### config.mk
export PLATFORM = sky130hd
export DESIGN_NAME = pinint_ctrl
export DESIGN_NICKNAME = d
export VERILOG_FILES = /design/src/rtl/pinint_pkg.sv /design/src/rtl/pinint_sync.sv /design/src/rtl/pinint_detect.sv /design/src/rtl/pinint_regs.sv /design/src/rtl/pinint_out.sv /design/src/rtl/pinint_ctrl.sv
export SDC_FILE = /design/constraint.sdc
export NUM_CORES = 1
export LEC_CHECK = 0
export ABC_AREA = 1
export BUFFER_PORTS_ARGS = -buffer_cell sky130_fd_sc_hd__buf_2
export CAP_MARGIN = 40
export CORE_ASPECT_RATIO = 0.8
export CORE_MARGIN = 2
export CORE_UTILIZATION = 55
export DETAILED_ROUTE_END_ITERATION = 6
export GPL_ROUTABILITY_DRIVEN = 0
export PLACE_DENSITY = 0.77
export SKIP_LAST_GASP = 1
export SLEW_MARGIN = 10
export SYNTH_ARGS = -nofsm -noshare
export SYNTH_HDL_FRONTEND = slang
export SYNTH_HIERARCHICAL = 1
export SYNTH_SLANG_ARGS = --single-unit
### constraint.sdc
create_clock -name clk -period 2.6 [get_ports clk]
set_clock_uncertainty 0.1 [all_clocks]
set_input_delay 0.52 -clock clk [delete_from_list [all_inputs] [get_ports clk]]
set_output_delay 0.52 -clock clk [all_outputs]
set_load 0.02 [all_outputs]
### src/rtl/pinint_pkg.sv
package pinint_pkg;
  localparam int unsigned ADDR_W = 4;

  typedef enum logic [ADDR_W-1:0] {
    OFS_SENSE  = 4'd0,
    OFS_BOTH   = 4'd1,
    OFS_POL    = 4'd2,
    OFS_MASK   = 4'd3,
    OFS_RAW    = 4'd4,
    OFS_MSTAT  = 4'd5,
    OFS_CLEAR  = 4'd6,
    OFS_ADC_EN = 4'd7,
    OFS_DMA_EN = 4'd8
  } reg_ofs_e;
endpackage

### src/rtl/pinint_sync.sv
module pinint_sync #(
  parameter int unsigned W      = 8,
  parameter int unsigned STAGES = 2
) (
  input  logic         clk,
  input  logic         rst,
  input  logic [W-1:0] d,
  output logic [W-1:0] q
);
  logic [STAGES-1:0][W-1:0] chain;

  always_ff @(posedge clk) begin
    if (rst) begin
      chain <= '0;
    end else begin
      chain[0] <= d;
      for (int s = 1; s < int'(STAGES); s++) chain[s] <= chain[s-1];
    end
  end

  assign q = chain[STAGES-1];
endmodule

### src/rtl/pinint_detect.sv
module pinint_detect #(
  parameter int unsigned NPINS = 8
) (
  input  logic             clk,
  input  logic             rst,
  input  logic [NPINS-1:0] samp,
  input  logic [NPINS-1:0] sense,
  input  logic [NPINS-1:0] both,
  input  logic [NPINS-1:0] pol,
  input  logic [NPINS-1:0] clr,
  output logic [NPINS-1:0] cond,
  output logic [NPINS-1:0] raw
);
  for (genvar p = 0; p < NPINS; p++) begin : g_pin
    logic cond_q;
    logic samp_q;
    logic raw_r;
    logic hit;

    // active condition: level when pol=1, inverted level when pol=0
    assign cond[p] = ~(samp[p] ^ pol[p]);

    always_comb begin
      if (both[p]) hit = samp[p] ^ samp_q;
      else         hit = cond[p] & ~cond_q;
    end

    always_ff @(posedge clk) begin
      if (rst) begin
        cond_q <= 1'b1;   // matches low pin with falling polarity after reset
        samp_q <= 1'b0;
        raw_r  <= 1'b0;
      end else begin
        cond_q <= cond[p];
        samp_q <= samp[p];
        if (sense[p])    raw_r <= cond[p];
        else if (hit)    raw_r <= 1'b1;
        else if (clr[p]) raw_r <= 1'b0;
      end
    end

    assign raw[p] = raw_r;
  end
endmodule

### src/rtl/pinint_regs.sv
module pinint_regs
  import pinint_pkg::*;
#(
  parameter int unsigned NPINS = 8
) (
  input  logic              clk,
  input  logic              rst,
  input  logic [ADDR_W-1:0] addr,
  input  logic              we,
  input  logic [NPINS-1:0]  wdata,
  input  logic [NPINS-1:0]  raw,
  input  logic [NPINS-1:0]  mstat,
  output logic [NPINS-1:0]  sense,
  output logic [NPINS-1:0]  both,
  output logic [NPINS-1:0]  pol,
  output logic [NPINS-1:0]  mask,
  output logic [NPINS-1:0]  adc_en,
  output logic [NPINS-1:0]  dma_en,
  output logic [NPINS-1:0]  clr,
  output logic [NPINS-1:0]  rdata
);
  reg_ofs_e ofs;
  logic [NPINS-1:0] rd_next;

  assign ofs = reg_ofs_e'(addr);
  assign clr = (we && ofs == OFS_CLEAR) ? wdata : '0;

  always_ff @(posedge clk) begin
    if (rst) begin
      sense  <= '0;
      both   <= '0;
      pol    <= '0;
      mask   <= '0;
      adc_en <= '0;
      dma_en <= '0;
    end else if (we) begin
      case (ofs)
        OFS_SENSE:  sense  <= wdata;
        OFS_BOTH:   both   <= wdata;
        OFS_POL:    pol    <= wdata;
        OFS_MASK:   mask   <= wdata;
        OFS_ADC_EN: adc_en <= wdata;
        OFS_DMA_EN: dma_en <= wdata;
        default:    ;
      endcase
    end
  end

  always_comb begin
    case (ofs)
      OFS_SENSE:  rd_next = sense;
      OFS_BOTH:   rd_next = both;
      OFS_POL:    rd_next = pol;
      OFS_MASK:   rd_next = mask;
      OFS_RAW:    rd_next = raw;
      OFS_MSTAT:  rd_next = mstat;
      OFS_ADC_EN: rd_next = adc_en;
      OFS_DMA_EN: rd_next = dma_en;
      default:    rd_next = '0;
    endcase
  end

  always_ff @(posedge clk) begin
    if (rst) rdata <= '0;
    else     rdata <= rd_next;
  end
endmodule

### src/rtl/pinint_out.sv
module pinint_out #(
  parameter int unsigned NPINS = 8
) (
  input  logic             clk,
  input  logic             rst,
  input  logic [NPINS-1:0] raw,
  input  logic [NPINS-1:0] mask,
  input  logic [NPINS-1:0] adc_en,
  input  logic [NPINS-1:0] dma_en,
  output logic [NPINS-1:0] irq_pin,
  output logic             port_irq,
  output logic [NPINS-1:0] adc_trig,
  output logic [NPINS-1:0] dma_trig
);
  logic [NPINS-1:0] raw_d;
  logic [NPINS-1:0] rise_q;

  assign rise_q = raw & ~raw_d & mask;

  always_ff @(posedge clk) begin
    if (rst) begin
      raw_d    <= '0;
      irq_pin  <= '0;
      port_irq <= 1'b0;
      adc_trig <= '0;
      dma_trig <= '0;
    end else begin
      raw_d    <= raw;
      irq_pin  <= raw & mask;
      port_irq <= |(raw & mask);
      adc_trig <= rise_q & adc_en;
      dma_trig <= rise_q & dma_en;
    end
  end
endmodule

### src/rtl/pinint_ctrl.sv
module pinint_ctrl
  import pinint_pkg::*;
#(
  parameter int unsigned NPINS       = 8,
  parameter int unsigned SYNC_STAGES = 2
) (
  input  logic              clk,
  input  logic              rst,
  input  logic [NPINS-1:0]  pin_i,
  input  logic [ADDR_W-1:0] bus_addr,
  input  logic              bus_we,
  input  logic [NPINS-1:0]  bus_wdata,
  output logic [NPINS-1:0]  bus_rdata,
  output logic [NPINS-1:0]  irq_pin_o,
  output logic              port_irq_o,
  output logic [NPINS-1:0]  adc_trig_o,
  output logic [NPINS-1:0]  dma_trig_o
);
  logic [NPINS-1:0] samp;
  logic [NPINS-1:0] cond_w;
  logic [NPINS-1:0] raw_q;
  logic [NPINS-1:0] mstat_w;
  logic [NPINS-1:0] sense_q, both_q, pol_q, mask_q;
  logic [NPINS-1:0] adc_en_q, dma_en_q;
  logic [NPINS-1:0] clr_w;

  assign mstat_w = raw_q & mask_q;

  pinint_sync #(.W(NPINS), .STAGES(SYNC_STAGES)) u_sync (
    .clk(clk), .rst(rst), .d(pin_i), .q(samp)
  );

  pinint_detect #(.NPINS(NPINS)) u_detect (
    .clk(clk), .rst(rst), .samp(samp), .sense(sense_q), .both(both_q),
    .pol(pol_q), .clr(clr_w), .cond(cond_w), .raw(raw_q)
  );

  pinint_regs #(.NPINS(NPINS)) u_regs (
    .clk(clk), .rst(rst), .addr(bus_addr), .we(bus_we), .wdata(bus_wdata),
    .raw(raw_q), .mstat(mstat_w), .sense(sense_q), .both(both_q), .pol(pol_q),
    .mask(mask_q), .adc_en(adc_en_q), .dma_en(dma_en_q), .clr(clr_w),
    .rdata(bus_rdata)
  );

  pinint_out #(.NPINS(NPINS)) u_out (
    .clk(clk), .rst(rst), .raw(raw_q), .mask(mask_q), .adc_en(adc_en_q),
    .dma_en(dma_en_q), .irq_pin(irq_pin_o), .port_irq(port_irq_o),
    .adc_trig(adc_trig_o), .dma_trig(dma_trig_o)
  );
endmodule

==> flow_metrics.env <==
export IMPL_clkPwrFrac_pct=47.1
export IMPL_reg2regPathDepth=6
export IMPL_critPathLaunchType="input port"
export IMPL_syn_area_per_cell_um2=7.75
export IMPL_die_area_um2=10500
export IMPL_htreeDepth=4
export IMPL_yosys_area_share_adder_pct=0
export IMPL_maxSlewHeadroom_pct=64.0
export IMPL_core_area_um2=9530
export IMPL_cp_endpoint="u_regs/sense[3]$_SDFFE_PP0P_"
export IMPL_cts_resized_gates=0
export IMPL_grt_overflow_total=0
export IMPL_p_leak_nw=2.74
export IMPL_worstMarginPinSlew_ns=0.538
export IMPL_rsz0062_at_grt="false"
export IMPL_synth_seq_cells=129
export IMPL_synthTopCellsByArea="dfxtp_1 48%, inv_1 7.4%, nand2_1 7.2%"
export IMPL_p_seq_share_pct=47.3
export IMPL_tritoncts="built"
export IMPL_fmax_mhz=541
export IMPL_hpwl_um=8240
export IMPL_setup_tns_ns=0
export IMPL_fin_ws_ns=0.751
export IMPL_ir_drop_uv=566
export IMPL_drcViolationCount=0
export IMPL_fp_dieH_um=92.1
export IMPL_muxShareOfSynthArea_pct=0
export IMPL_synth_top_family_by_area="simple AND/OR/NAND/NOR gates"
export IMPL_p_int_mw=3.39
export IMPL_post_synth_top_area_cell="dfxtp_1"
export IMPL_drive_above_1_share_pct=16.9
export IMPL_fin_nets=752
export IMPL_cts_made_buffers=17
export IMPL_worst_setup_path_type="in -> reg"
export IMPL_setup_violations=0
export IMPL_rows=32
export IMPL_yosys_warnings=6
export IMPL_p_switching_mw=1.00
export IMPL_drt_pass1_iter_count=5
export IMPL_min_from="pin_i[6]"
export IMPL_portBuffers=55
export IMPL_postCtsHoldBufs=0
export IMPL_wl_um=12000
export IMPL_hp_class="in -> reg"
export IMPL_synth_nets=712
export IMPL_worstPathRequired_ns=2.77
export IMPL_p_comb_share_pct=5.6
export IMPL_hold_viol_final=0
export IMPL_synth_top_area_share_pct=48.3
export IMPL_grt_max_degree=41
export IMPL_total_power_mw=4.39
export IMPL_cp_arrival_ns=2.02
export IMPL_num_io_pins=56
export IMPL_start_util_pct=56.1
export IMPL_cap_violations=0
export IMPL_final_common_cell="dfxtp_1"
export IMPL_r2r_slack_ns=1.45
export IMPL_endpoint_kind="flop"
export IMPL_cts_setup_buffers=0
export IMPL_crit_start="bus_addr[3]"
export IMPL_r2r_start="u_detect/g_pin[3].raw_r$_SDFFE_PP0P_"
export IMPL_die_x_um=114
export IMPL_hold_slack_ns=0.206
export IMPL_r2r_end="u_regs/rdata[3]$_SDFF_PP0_"
export IMPL_grt_pass1_vias=4217
export IMPL_cts_sink_count=129
export IMPL_drv_slew=0
export IMPL_insertion_delay_ns=0.41
export IMPL_ant_nets=0
export IMPL_synth_area_um2=5340
export IMPL_vias_per_cell=5.24
export IMPL_cp_max_fo=21
export IMPL_status="finished, final reports clean"
export IMPL_wl_per_cell_um=13.9
export IMPL_root_buffer="clkbuf_16"
export IMPL_synth_simple_area_share_pct=25.8
export IMPL_power_density_nw_per_um2=722
export IMPL_synth_compound_area_share_pct=11.4
export IMPL_layout_common_cells="129 x dfxtp_1, 106 x inv_1, 102 x nand2_1"
export IMPL_synth_cell_types=25
export IMPL_synth_xor_area_share_pct=1.45
export IMPL_syn_to_final_growth_pct=13.8
export IMPL_path_clk_slew_ns=0.05
export IMPL_syn_inst=689
export IMPL_netSwitchingFraction_pct=22.8
export IMPL_num_vias=4504
export IMPL_fin_crit_sh_pct=71.1
export IMPL_clockBufferDepth=2
export IMPL_antenna_found_initial=0
export IMPL_grt_use_total_pct=24.2
export IMPL_n_antenna_cell=0
export IMPL_grt_pass1_wl_um=19700
export IMPL_min_period_ns=1.85
export IMPL_dp_slack_ns=0.382
export IMPL_yosysSeqAreaShare_pct=48.3
export IMPL_first_iter_violations=337
export IMPL_utilization_pct=63.8
-- metal layers --
layer	share of wire (%)	vias up	global-route usage (%)
met5	0	-	0
met4	2.2	0	11.5
met3	6.9	24	6.21
met2	49	176	39.6
met1	42	2062	29.8
li1	-	2242	-
-- through the flow --
stage                     cells  cell area [um2]
after detailed placement    829             5560
after global placement      829             5560
final                       860             6080
after global routing        860             6080
after CTS                   860             6080
after floorplan             689             5340
-- area by class of cell --
cell class / instances / area, um2
Clock inverter: 6 / 32.5
Fill cell: 818 / 3450
Sequential cell: 129 / 2580
Timing Repair Buffer: 63 / 348
Clock buffer: 25 / 485
Tap cell: 119 / 149
Inverter: 110 / 413
Multi-Input combinational cell: 408 / 2070
-- worst max-delay path, cell delays in order --
cell	delay [ns]
buf_2	0.14
nor2_4	0.42
nand3_1	0.51
o21ai_0	0.35
a21oi_1	0.08
-- synth_stat cells, drive strengths merged --
library cell,number
a21oi,65
and3b,2
buf,34
clkbuf,8
dfxtp,129
inv,110
nand2,111
nand3,76
nor2,68
nor3b,14
o21ai,56
or2,8
xnor2,8
-- cell families after synthesis --
logic type / after synthesis
AND/OR/NAND/NOR: 279
buffers and inverters: 152
XOR/XNOR: 8
AO/OA/AOI/OAI: 121
flip-flops: 129
-- power groups by stage --
stage / clock network, mW / registers (mW) / logic [mW]
finish: 2.07 / 2.07 / 0.246
global route: 2.19 / 2.08 / 0.273
CTS: 2.10 / 2.07 / 0.244
detailed placement: 0 / 2.11 / 0.241
global placement: 0 / 2.11 / 0.232
floorplan: 0 / 2.09 / 0.195
-- worst min-delay path by stage --
| stage | cells after the start | slack [ns] | end |
|---|---|---|---|
| after floorplan | 2 | 0.29 | u_sync/q[0]$_SDFF_PP0_ |
| after global placement | 2 | 0.29 | u_sync/q[1]$_SDFF_PP0_ |
| after detailed placement | 2 | 0.30 | u_sync/q[4]$_SDFF_PP0_ |
| after CTS | 3 | 0.20 | u_sync/chain[3]$_SDFF_PP0_ |
| after global routing | 3 | 0.21 | u_sync/chain[2]$_SDFF_PP0_ |
| final | 3 | 0.21 | u_sync/chain[6]$_SDFF_PP0_ |
(Power assumes the default switching activity.)
